File: config.mk
export PLATFORM = sky130hd
export DESIGN_NAME = pll_prog_seq
export DESIGN_NICKNAME = d
export VERILOG_FILES = /design/src/rtl/pllseq_pkg.sv /design/src/rtl/pllseq_freqsel.sv /design/src/rtl/pllseq_pack.sv /design/src/rtl/pllseq_timer.sv /design/src/rtl/pll_prog_seq.sv
export SDC_FILE = /design/constraint.sdc
export NUM_CORES = 1
export LEC_CHECK = 0
export BUFFER_PORTS_ARGS = -buffer_cell sky130_fd_sc_hd__buf_2
export CAP_MARGIN = 40
export CORE_MARGIN = 2
export CORE_UTILIZATION = 51
export DETAILED_ROUTE_END_ITERATION = 8
export PLACE_DENSITY = 0.74
export SLEW_MARGIN = 0
export SYNTH_ARGS = -nofsm -noshare
export SYNTH_HDL_FRONTEND = slang
export SYNTH_HIERARCHICAL = 1
export SYNTH_SLANG_ARGS = --single-unit
export TNS_END_PERCENT = 20
File: constraint.sdc
create_clock -name clk -period 4 [get_ports clk]
set_input_delay 0.4 -clock clk [delete_from_list [all_inputs] [get_ports clk]]
set_output_delay 0.4 -clock clk [all_outputs]
set_load 0.01 [all_outputs]
File: src/rtl/pllseq_pkg.sv
// Shared definitions for the PLL programming sequencer.
// Assumes byte addresses on an 8-bit register bus with 32-bit data.
package pllseq_pkg;

    localparam int BUS_AW = 8;
    localparam int BUS_DW = 32;

    localparam logic [BUS_AW-1:0] A_STATUS = 8'h04;
    localparam logic [BUS_AW-1:0] A_GO     = 8'h08;
    localparam logic [BUS_AW-1:0] A_CFG1   = 8'h0C;
    localparam logic [BUS_AW-1:0] A_CFG2   = 8'h10;
    localparam logic [BUS_AW-1:0] A_CFG3   = 8'h14;

    typedef enum logic [1:0] {
        ERR_NONE = 2'd0,
        ERR_GO   = 2'd1,
        ERR_LOCK = 2'd2,
        ERR_ACK  = 2'd3
    } seq_err_e;

    typedef enum logic [3:0] {
        ST_IDLE, ST_WCFG1, ST_WCFG3, ST_RCFG2A, ST_WCFG2A, ST_WGO,
        ST_PGO, ST_PLOCK, ST_RCFG2B, ST_WCFG2B, ST_PACK, ST_WAIT
    } seq_state_e;

    // Clock-enable bit in config word 2 for post-divider i
    function automatic int unsigned en_pos(input int i);
        case (i)
            0:       return 16;
            1:       return 18;
            2:       return 23;
            default: return 25;
        endcase
    endfunction

    // Acknowledge bit in the status word for post-divider i
    function automatic int unsigned ack_pos(input int i);
        case (i)
            0:       return 7;
            1:       return 8;
            2:       return 10;
            default: return 11;
        endcase
    endfunction

endpackage

File: src/rtl/pllseq_freqsel.sv
// Maps the comparator frequency to the 4-bit range code.
// Assumes the thresholds are given in ascending order.
module pllseq_freqsel #(
    parameter int FW   = 32,
    parameter int LIM0 = 1000000,
    parameter int LIM1 = 1250000,
    parameter int LIM2 = 1500000,
    parameter int LIM3 = 1750000
) (
    input  logic [FW-1:0] fint,
    output logic [3:0]    code
);
    // Pick the first band whose upper limit exceeds the frequency
    always_comb begin
        if (fint < FW'(LIM0))      code = 4'd3;
        else if (fint < FW'(LIM1)) code = 4'd4;
        else if (fint < FW'(LIM2)) code = 4'd5;
        else if (fint < FW'(LIM3)) code = 4'd6;
        else                       code = 4'd7;
    end
endmodule

File: src/rtl/pllseq_pack.sv
// Builds config words 1 and 3 plus the divider enable and acknowledge masks.
// Assumes 1 + NW + MW + 2*DIVW <= 32 and 2*DIVW <= 32.
module pllseq_pack import pllseq_pkg::*; #(
    parameter int NW   = 8,
    parameter int MW   = 12,
    parameter int DIVW = 5
) (
    input  logic [NW-1:0]     n_div,
    input  logic [MW-1:0]     m_mult,
    input  logic [4*DIVW-1:0] post_div,
    output logic [31:0]       cfg1,
    output logic [31:0]       cfg3,
    output logic [3:0]        en_mask,
    output logic [31:0]       ack_mask
);
    localparam int M_LO  = NW + 1;
    localparam int D0_LO = M_LO + MW;
    localparam int D1_LO = D0_LO + DIVW;

    logic [DIVW-1:0] code [4];

    // Per-divider code: value minus one, or zero when unused
    for (genvar i = 0; i < 4; i++) begin : g_code
        logic [DIVW-1:0] v;
        assign v          = post_div[i*DIVW +: DIVW];
        assign en_mask[i] = (v != '0);
        assign code[i]    = (v != '0) ? v - DIVW'(1) : '0;
    end

    // Assemble the two configuration words
    always_comb begin
        cfg1                 = '0;
        cfg1[0]              = 1'b1;
        cfg1[NW:1]           = n_div - NW'(1);
        cfg1[M_LO +: MW]     = m_mult;
        cfg1[D0_LO +: DIVW]  = code[0];
        cfg1[D1_LO +: DIVW]  = code[1];
        cfg3                 = '0;
        cfg3[0 +: DIVW]      = code[2];
        cfg3[DIVW +: DIVW]   = code[3];
    end

    // Status bits that must all be set once the enabled dividers are running
    always_comb begin
        ack_mask = '0;
        for (int i = 0; i < 4; i++) ack_mask[ack_pos(i)] = en_mask[i];
    end
endmodule

File: src/rtl/pllseq_timer.sv
// Poll-interval timer: after a load it expires in the CYC-th cycle.
// Assumes CYC >= 1; idles at zero when not loaded.
module pllseq_timer #(
    parameter int CYC = 100000
) (
    input  logic clk,
    input  logic rst_n,
    input  logic load,
    output logic expired
);
    localparam int TW = $clog2(CYC + 1);

    logic [TW-1:0] cnt;

    // Down-counter reloaded on each wait request
    always_ff @(posedge clk) begin
        if (!rst_n)          cnt <= '0;
        else if (load)       cnt <= TW'(CYC);
        else if (cnt != '0)  cnt <= cnt - TW'(1);
    end

    assign expired = (cnt == TW'(1));
endmodule

File: src/rtl/pll_prog_seq.sv
// PLL register programming sequencer (top).
// Writes config 1 and 3, does read-modify-write of config 2 with the
// dividers bypassed, issues GO, waits for GO to clear and for lock, then
// enables the used dividers and waits for their acknowledges.
// Assumes a single-outstanding register bus: a transaction completes in the
// cycle where bus_req and bus_rdy are both high.
module pll_prog_seq import pllseq_pkg::*; #(
    parameter int NW         = 8,
    parameter int MW         = 12,
    parameter int DIVW       = 5,
    parameter int FW         = 32,
    parameter int FAST_POLLS = 100,
    parameter int SLOW_MS    = 500,
    parameter int CYC_PER_MS = 100000,
    parameter int ACK_POLLS  = 100
) (
    input  logic              clk,
    input  logic              rst_n,
    input  logic              start,
    input  logic [NW-1:0]     n_div,
    input  logic [MW-1:0]     m_mult,
    input  logic [FW-1:0]     fint_hz,
    input  logic [4*DIVW-1:0] post_div,
    output logic              busy,
    output logic              done,
    output logic              fail,
    output logic [1:0]        err_code,
    output logic              bus_req,
    output logic              bus_we,
    output logic [7:0]        bus_addr,
    output logic [31:0]       bus_wdata,
    input  logic              bus_rdy,
    input  logic [31:0]       bus_rdata
);
    localparam int PCW = $clog2(FAST_POLLS + SLOW_MS + ACK_POLLS + 1);
    localparam logic [PCW-1:0] WAIT_LAST = PCW'(FAST_POLLS + SLOW_MS - 1);
    localparam logic [PCW-1:0] FAST_M1   = PCW'(FAST_POLLS - 1);
    localparam logic [PCW-1:0] ACK_LAST  = PCW'(ACK_POLLS - 1);

    seq_state_e        state, ret_q;
    seq_err_e          err_q;
    logic [NW-1:0]     n_q;
    logic [MW-1:0]     m_q;
    logic [FW-1:0]     fint_q;
    logic [4*DIVW-1:0] div_q;
    logic [31:0]       c2_q, c2a, c2b, cfg1, cfg3, ack_mask;
    logic [3:0]        en_mask, fsel;
    logic [PCW-1:0]    pcnt;
    logic              xfer, poll_hit, timer_load, timer_exp;

    pllseq_pack #(.NW(NW), .MW(MW), .DIVW(DIVW)) u_pack (
        .n_div(n_q), .m_mult(m_q), .post_div(div_q),
        .cfg1(cfg1), .cfg3(cfg3), .en_mask(en_mask), .ack_mask(ack_mask)
    );

    pllseq_freqsel #(.FW(FW)) u_fsel (.fint(fint_q), .code(fsel));

    pllseq_timer #(.CYC(CYC_PER_MS)) u_tmr (
        .clk(clk), .rst_n(rst_n), .load(timer_load), .expired(timer_exp)
    );

    // Config 2 images for the bypassed phase and the enabled phase
    always_comb begin
        c2a        = c2_q;
        c2a[4:1]   = fsel;
        c2a[13]    = 1'b1;
        c2a[14]    = 1'b0;
        c2a[20]    = 1'b1;
        c2a[22:21] = 2'b11;
        c2b        = c2_q;
        c2b[14]    = 1'b1;
        c2b[20]    = 1'b0;
        for (int i = 0; i < 4; i++) begin
            c2a[en_pos(i)] = 1'b0;
            c2b[en_pos(i)] = en_mask[i];
        end
    end

    // Bus request decode from the current step
    always_comb begin
        bus_req   = 1'b1;
        bus_we    = 1'b0;
        bus_addr  = A_STATUS;
        bus_wdata = '0;
        case (state)
            ST_WCFG1:             begin bus_we = 1'b1; bus_addr = A_CFG1; bus_wdata = cfg1; end
            ST_WCFG3:             begin bus_we = 1'b1; bus_addr = A_CFG3; bus_wdata = cfg3; end
            ST_RCFG2A, ST_RCFG2B: bus_addr = A_CFG2;
            ST_WCFG2A:            begin bus_we = 1'b1; bus_addr = A_CFG2; bus_wdata = c2a; end
            ST_WCFG2B:            begin bus_we = 1'b1; bus_addr = A_CFG2; bus_wdata = c2b; end
            ST_WGO:               begin bus_we = 1'b1; bus_addr = A_GO; bus_wdata = 32'd1; end
            ST_PGO:               bus_addr = A_GO;
            ST_PLOCK, ST_PACK:    bus_addr = A_STATUS;
            default:              bus_req = 1'b0;
        endcase
    end

    assign xfer = bus_req && bus_rdy;

    // Poll success condition for the step being polled
    always_comb begin
        case (state)
            ST_PGO:   poll_hit = !bus_rdata[0];
            ST_PLOCK: poll_hit = bus_rdata[1];
            ST_PACK:  poll_hit = ((bus_rdata & ack_mask) == ack_mask);
            default:  poll_hit = 1'b0;
        endcase
    end

    // A failed paced poll past the fast phase starts a one-interval wait
    assign timer_load = xfer && (state == ST_PGO || state == ST_PLOCK) && !poll_hit
                        && (pcnt != WAIT_LAST) && (pcnt >= FAST_M1);

    // Sequencer state, latched settings and result pulses
    always_ff @(posedge clk) begin
        if (!rst_n) begin
            state  <= ST_IDLE;
            ret_q  <= ST_IDLE;
            err_q  <= ERR_NONE;
            n_q    <= '0;
            m_q    <= '0;
            fint_q <= '0;
            div_q  <= '0;
            c2_q   <= '0;
            pcnt   <= '0;
            done   <= 1'b0;
            fail   <= 1'b0;
        end else begin
            done <= 1'b0;
            fail <= 1'b0;
            case (state)
                ST_IDLE: if (start) begin
                    n_q    <= n_div;
                    m_q    <= m_mult;
                    fint_q <= fint_hz;
                    div_q  <= post_div;
                    err_q  <= ERR_NONE;
                    state  <= ST_WCFG1;
                end
                ST_WAIT: if (timer_exp) state <= ret_q;
                default: if (xfer) begin
                    case (state)
                        ST_WCFG1:  state <= ST_WCFG3;
                        ST_WCFG3:  state <= ST_RCFG2A;
                        ST_RCFG2A: begin c2_q <= bus_rdata; state <= ST_WCFG2A; end
                        ST_WCFG2A: state <= ST_WGO;
                        ST_WGO:    begin pcnt <= '0; state <= ST_PGO; end
                        ST_PGO, ST_PLOCK: begin
                            if (poll_hit) begin
                                pcnt  <= '0;
                                state <= (state == ST_PGO) ? ST_PLOCK : ST_RCFG2B;
                            end else if (pcnt == WAIT_LAST) begin
                                fail  <= 1'b1;
                                err_q <= (state == ST_PGO) ? ERR_GO : ERR_LOCK;
                                state <= ST_IDLE;
                            end else begin
                                pcnt <= pcnt + PCW'(1);
                                if (timer_load) begin
                                    ret_q <= state;
                                    state <= ST_WAIT;
                                end
                            end
                        end
                        ST_RCFG2B: begin c2_q <= bus_rdata; state <= ST_WCFG2B; end
                        ST_WCFG2B: begin pcnt <= '0; state <= ST_PACK; end
                        ST_PACK: begin
                            if (poll_hit) begin
                                done  <= 1'b1;
                                state <= ST_IDLE;
                            end else if (pcnt == ACK_LAST) begin
                                fail  <= 1'b1;
                                err_q <= ERR_ACK;
                                state <= ST_IDLE;
                            end else begin
                                pcnt <= pcnt + PCW'(1);
                            end
                        end
                        default: state <= ST_IDLE;
                    endcase
                end
            endcase
        end
    end

    assign busy     = (state != ST_IDLE);
    assign err_code = err_q;
endmodule

Word level (Yosys, flattened, before mapping). Cells that the tools add are included.

Add/subtract/negate cells: 7. Order comparisons: 5. Equal/unequal tests: 27. Multiplexer cells: 46. Bitwise gates (word level): 8. Reduce and logical (&&, ||, !) cells: 37.

Operators with widths (count): case mux 32 bit (5 select lines) (1); less-than comparator 32 x 21 -> 1 bit, second input constant (3); 2-to-1 mux 4 bit (12); 2-to-1 mux 10 bit (4); case mux 4 bit (9 select lines) (1); 2-to-1 mux 17 bit (2); bitwise AND 32 x 12 -> 32 bit (1); equality test 32 x 12 -> 1 bit (1); less-than comparator 32 x 20 -> 1 bit, second input constant (1); case mux 10 bit (3 select lines) (1); 2-to-1 mux 5 bit (4); case mux 5 bit (4 select lines) (1); nonzero test 5 bit (4); subtractor 5 x 1 -> 5 bit, second input constant (4); equality test 17 x 1 -> 1 bit, second input constant (1); nonzero test 17 bit (1); subtractor 17 x 1 -> 17 bit, second input constant (1); equality test 4 x 3 -> 1 bit, second input constant (4); equality test 4 bit, second input constant (4); 2-to-1 mux 2 bit (7); AND reduction 6 bit (2); OR reduction 2 bit (6); adder 10 x 1 -> 10 bit, second input constant (1); equality test 10 bit, second input constant (1); 31 further kinds (62).

Register bits: 143. Input bits: 108. Output and inout port bits: 47. Logic and storage cells: 143.

Depth between registers and ports, before layout.
Depth in word-level cells: 14. Depth in mapped cells: 14. Mapped depth without buffers: 13.

Hierarchy. The synthesis kept the hierarchy.

Modules (own cells, without submodules): pll_prog_seq (instances 1, cells each 764, area each 5938.2 µm², sequential area each 2402.3 µm²); pllseq_timer (instances 1, cells each 113, area each 989.7 µm², sequential area each 340.3 µm²); pllseq_pack (instances 1, cells each 145, area each 958.4 µm², sequential area each 0.0 µm²); pllseq_freqsel (instances 1, cells each 42, area each 266.5 µm², sequential area each 0.0 µm²).

Worst setup path before layout. OpenSTA, ideal clock, no wires.

Path type: reg-to-reg. From: reg div_q[0]. To: reg u_tmr.cnt[13]. Setup time: 72 ps. Arrival: 2746 ps. Required time: 3928 ps. Slack: 1182 ps. Stages on the path, launching flop included: 14. Buffers on the path: 1. Clock period less this slack: 2818 ps. Cell sequence: dfxtp_1 > inv_1 > ha_1 > nor4b_1 > inv_1 > nand2b_1 > o2111ai_1 > nor4_1 > and4_2 > nor4b_4 > nand2b_1 > clkbuf_1 > or2_2 > mux2i_1.

Word-level cells in the longest chain between the ends: 9.

RTL lines: start, declared (RTL line pll_prog_seq.sv:45) `logic [4*DIVW-1:0] div_q;`; start signal, assigned (RTL line pll_prog_seq.sv:136) `div_q <= post_div;`; nonzero test 5 bit (*) (RTL line pllseq_pack.sv:26) `assign en_mask[i] = (v != '0);`; named net ack_mask[7] (RTL line pll_prog_seq.sv:46) `logic [31:0] c2_q, c2a, c2b, cfg1, cfg3, ack_mask;`; bitwise AND 32 x 12 -> 32 bit (RTL line pll_prog_seq.sv:105) `ST_PACK: poll_hit = ((bus_rdata & ack_mask) == ack_mask);`; equality test 32 x 12 -> 1 bit (*) (RTL line pll_prog_seq.sv:105); case mux 1 bit (3 select lines) (*) (RTL line pll_prog_seq.sv:102) `case (state)`; zero test 1 bit (*) (RTL line pll_prog_seq.sv:111) `assign timer_load = xfer && (state == ST_PGO || state == ST_PLOCK) && !poll_hit`; logical AND 1 bit (*) (RTL line pll_prog_seq.sv:111); logical AND 1 bit (*) (2 in a row) (RTL line pll_prog_seq.sv:112) `&& (pcnt != WAIT_LAST) && (pcnt >= FAST_M1);`; named net timer_load (RTL line pll_prog_seq.sv:49) `logic xfer, poll_hit, timer_load, timer_exp;`; OR reduction 2 bit (no line) (*); end signal, assigned (RTL line pllseq_timer.sv:18) `else if (load) cnt <= TW'(CYC);`; end signal, assigned (RTL line pllseq_timer.sv:19) `else if (cnt != '0) cnt <= cnt - TW'(1);`; end, declared (RTL line pllseq_timer.sv:13) `logic [TW-1:0] cnt;`.

The timed path passes the listed nets; every way through them passes the cells marked *. A chain may end at the register's enable or synchronous reset.

Worst setup path in the final report.
From: reg div_q[10]. To: reg u_tmr.cnt[3].

The elaborated chain is that of the path after synthesis.

==> impl_summary.md <==
Worst setup path
Of all nets on the critical path, the largest fanout is 14. Counting both buffers and inverters, the worst setup path holds a total of 3. The worst reg-to-reg setup slack is 0.67 ns.

The library cell contributing the largest single delay on the critical path is and4_2. The signal on the critical path passes through inv_1 > ha_1 > nand2b_1 > nor3_1 > inv_1 > inv_1 > o22ai_1 > nor4_1 > and4_2 > nor4b_4 > nand2b_1 > or2_2 > mux2i_1. The most critical setup path has its startpoint at div_q[10]$_SDFFE_PN0P_. The data required time at the worst endpoint is 4.34 ns. The largest single stage delay on the critical path is about 0.53 ns.

STA classifies the critical path startpoint as a flop. The cell with the most instances on the worst path is inv_1. The capture instance of the worst register-to-register path is u_tmr/cnt[3]$_SDFFE_PP0P_. Data on the critical path arrives at its endpoint at ~3.7 ns. The destination of the critical timing path is u_tmr/cnt[3]$_SDFFE_PP0P_.

The kind of end point of the critical path is a flop. On the critical path the largest part of the delay comes from simple AND/OR/NAND/NOR gates. In this run the critical register-to-register path is launched from div_q[10]$_SDFFE_PN0P_.

The type of the worst setup path is flop to flop. The critical path crosses 13 cells after its start point. The depth of the worst register-to-register path is 13.

Routing
The first-pass iteration count of the detailed router is 5. The routed via count divided by cell count is 5.36. The count of antenna-violating nets left after detailed routing is 0.

The total DRC errors in the routed layout is 0. The average wire per standard cell is 14.9 um. In this run, the number of DRC markers left after iteration 0 of detailed routing was 694. The total wirelength of the detailed-routed design is 20500 um. The detailed router placed 7375 vias in this run.

Placed design
The quantity of I/O buffers inserted on ports is approximately 150. The placer congestion estimate is 0.882. After legalization and detailed placement, the total HPWL measured 14900 um.

The pre-CTS setup slack is 0.701 ns.

STA
The final max-slew violation count came to 0. After routing, the total negative slack on setup checks comes to 0 ns. For the pin with the worst max-slew slack, the measured transition is around 0.86 ns. The final setup violation count is 0.

The portion of the clock cycle consumed by the worst path in the final layout is 83.1%. Setup repair after global routing left no endpoint under its margin. The final worst slack is 0.674 ns. The top achievable clock speed is ~300 MHz. The final critical-path required period is 3.33 ns. Across the routed clock network, the largest skew measured is 0.00868 ns.

Measured against its own limit, the worst slew margin works out to about two fifths. The final hold violation count is 0.

Clock network
The clock transition at the registers of the reported paths is 0.05 ns. The H-tree was split into 4 levels. The number of buffers between clock root and the deepest sink is 2. TritonCTS built the clock tree. The clock reaches the later pin of the worst-skew pair after 0.42 ns. The buffers inserted during post-CTS setup optimization is 0. The number of CTS-inserted buffers is 17. The post-cts sizing count is 0. Hold repair after CTS inserted 0 buffers.

For this design, the sink count on the clock tree is 133. The tree is rooted in a clkbuf_16.

Job
The max-capacitance violation count is 0.

Floorplanning
The die span in y is 129 um. The floorplan step defined a die boundary enclosing ~17000 um2. In this run the standard cell core region covers 15300 um2. The floorplan step set the die width to 129 um.

The number of standard-cell rows in the floorplan is 45. In this run the count of I/O pins placed on the die edge is 155. The starting density of the core is 52.4%.

Synth
Yosys printed 6 warnings. The post-synth design cell area is ~8000 um2. The gate count of the mapped netlist is 1048. A synthesized cell averages approximately 7.7 um2.

Status
The flow ran to the end, and the final reports show no timing, DRC or antenna violations.

GRT
The largest net degree at the start of global routing is 41. After global routing the overflow that remains totals 0. For this run, global-route usage on met3 was measured as 5.99%.

Across every metal layer, demand over resource in global routing totals 24.8%. The first global-routing pass estimated 32900 um of wire. The number of global-route vias before repair is 6693. met2 is the most crowded layer.

The initial antenna violation count is 0. Global routing used 38.2% of the available met2 tracks. For met1 alone, demand over resource in global routing was 34.2%.

Min path
The worst hold path class is input port to flop.

Power and ir drop
The leakage power is 0.00378 uW. Cell internal power was estimated by the tool at 3630 uW. The power spent charging and discharging nets is 2510 uW. The portion of total power attributed to sequential cells is 29.8%. The combinational share of power is 45.8%.

The switching part of the total power is between 40 and 50%. IR analysis of the VDD net gives a maximum drop of approximately 0.00034 V. The total power divided by cell area is 673 nW/um2.

Of the total power, the clock network draws between 20% and 30%.

Finish
Cells with a size suffix above 1 make up 19.6% of the layout. The final net count is approximately 1.3k. The area growth from synthesis to final layout is 13.5%.

The diode insertion count for antenna repair is 0.
[cells in the final DEF (no fill, tap or decap), types with 7 or more instances in the layout]
master,count
o31ai_1,9
nand2b_1,27
xnor2_1,9
a222oi_1,18
ha_1,8
dfxtp_1,133
nor4_1,13
a31oi_1,13
a21oi_1,101
o21ai_0,19
mux2i_1,34
nand3_1,14
nor3_1,24
o22ai_1,13
a22oi_1,15
conb_1,58
nor2_1,82
nand4_1,11
nand2_1,182
clkbuf_16,17
inv_1,61
nor2b_1,7
buf_2,145
buf_4,19
[power groups by stage]
stage	combinational (uW)	clock (uW)	sequential [uW]
finish	2810	1500	1830
global route	3130	1580	1870
CTS	2800	1520	1820
detailed placement	2780	0	1850
global placement	2750	0	1840
floorplan	2210	0	1770
[routing by layer]
metal | share of wire [%] | up-vias | wire length [um]
met3 | 6.7 | 29 | 1360
met2 | 45 | 258 | 9190
met4 | 2.1 | 0 | 420
met1 | 46 | 3330 | 9480
met5 | 0 | - | 0
li1 | - | 3758 | -
[through the flow]
step | area [um2] | total power (uW) | util [%] | hold WS (ns) | cells
finish | 9110 | 6130 | 59.5 | 0.219 | 1375
global route | 9110 | 6580 | 59.5 | 0.216 | 1375
CTS | 9110 | 6140 | 59.5 | 0.202 | 1375
detailed placement | 8550 | 4630 | 55.8 | 0.418 | 1346
global placement | 8550 | 4590 | 55.8 | 0.416 | 1346
floorplan | 8230 | 3980 | - | 0.406 | 1102
[final cells by class]
class                      instances  area, um2
fill                            1454       6210
multi-input combinational        775       4520
sequential                       133       2660
inverter                          63        236
tap                              211        264
clock inverter                     4       72.6
clock buffer                      25        485
timing repair buffer             164        868
[worst register-to-register path, stage by stage (launching register included)]
cell and delay (ns):
dfxtp_1 0.33, inv_1 0.06, ha_1 0.16, nand2b_1 0.10, nor3_1 0.41, inv_1 0.17, inv_1 0.09, o22ai_1 0.07
nor4_1 0.40, and4_2 0.53, nor4b_4 0.09, nand2b_1 0.34, or2_2 0.38, mux2i_1 0.13
[worst min-delay path by stage]
stage	cells after the start	from	end	slack [ns]
final	3	fint_hz[5]	fint_q[5]$_SDFFE_PN0P_	0.22
after global routing	3	fint_hz[9]	fint_q[9]$_SDFFE_PN0P_	0.22
after global placement	2	ret_q[3]$_SDFFE_PN0P_	ret_q[3]$_SDFFE_PN0P_	0.42
after detailed placement	2	ret_q[3]$_SDFFE_PN0P_	ret_q[3]$_SDFFE_PN0P_	0.42
after floorplan	2	ret_q[3]$_SDFFE_PN0P_	ret_q[3]$_SDFFE_PN0P_	0.41
after CTS	3	post_div[3]	div_q[3]$_SDFFE_PN0P_	0.20
[registers in the layout, summed over array words and instances (netlist names)]
name,count
pcnt,10
fail,1
n_q,8
u_tmr/cnt,17
ret_q,4
fint_q,28
m_q,12
state,4
div_q,20
done,1
err_code,2
c2_q,26
Power figures use the tool's default switching activity.
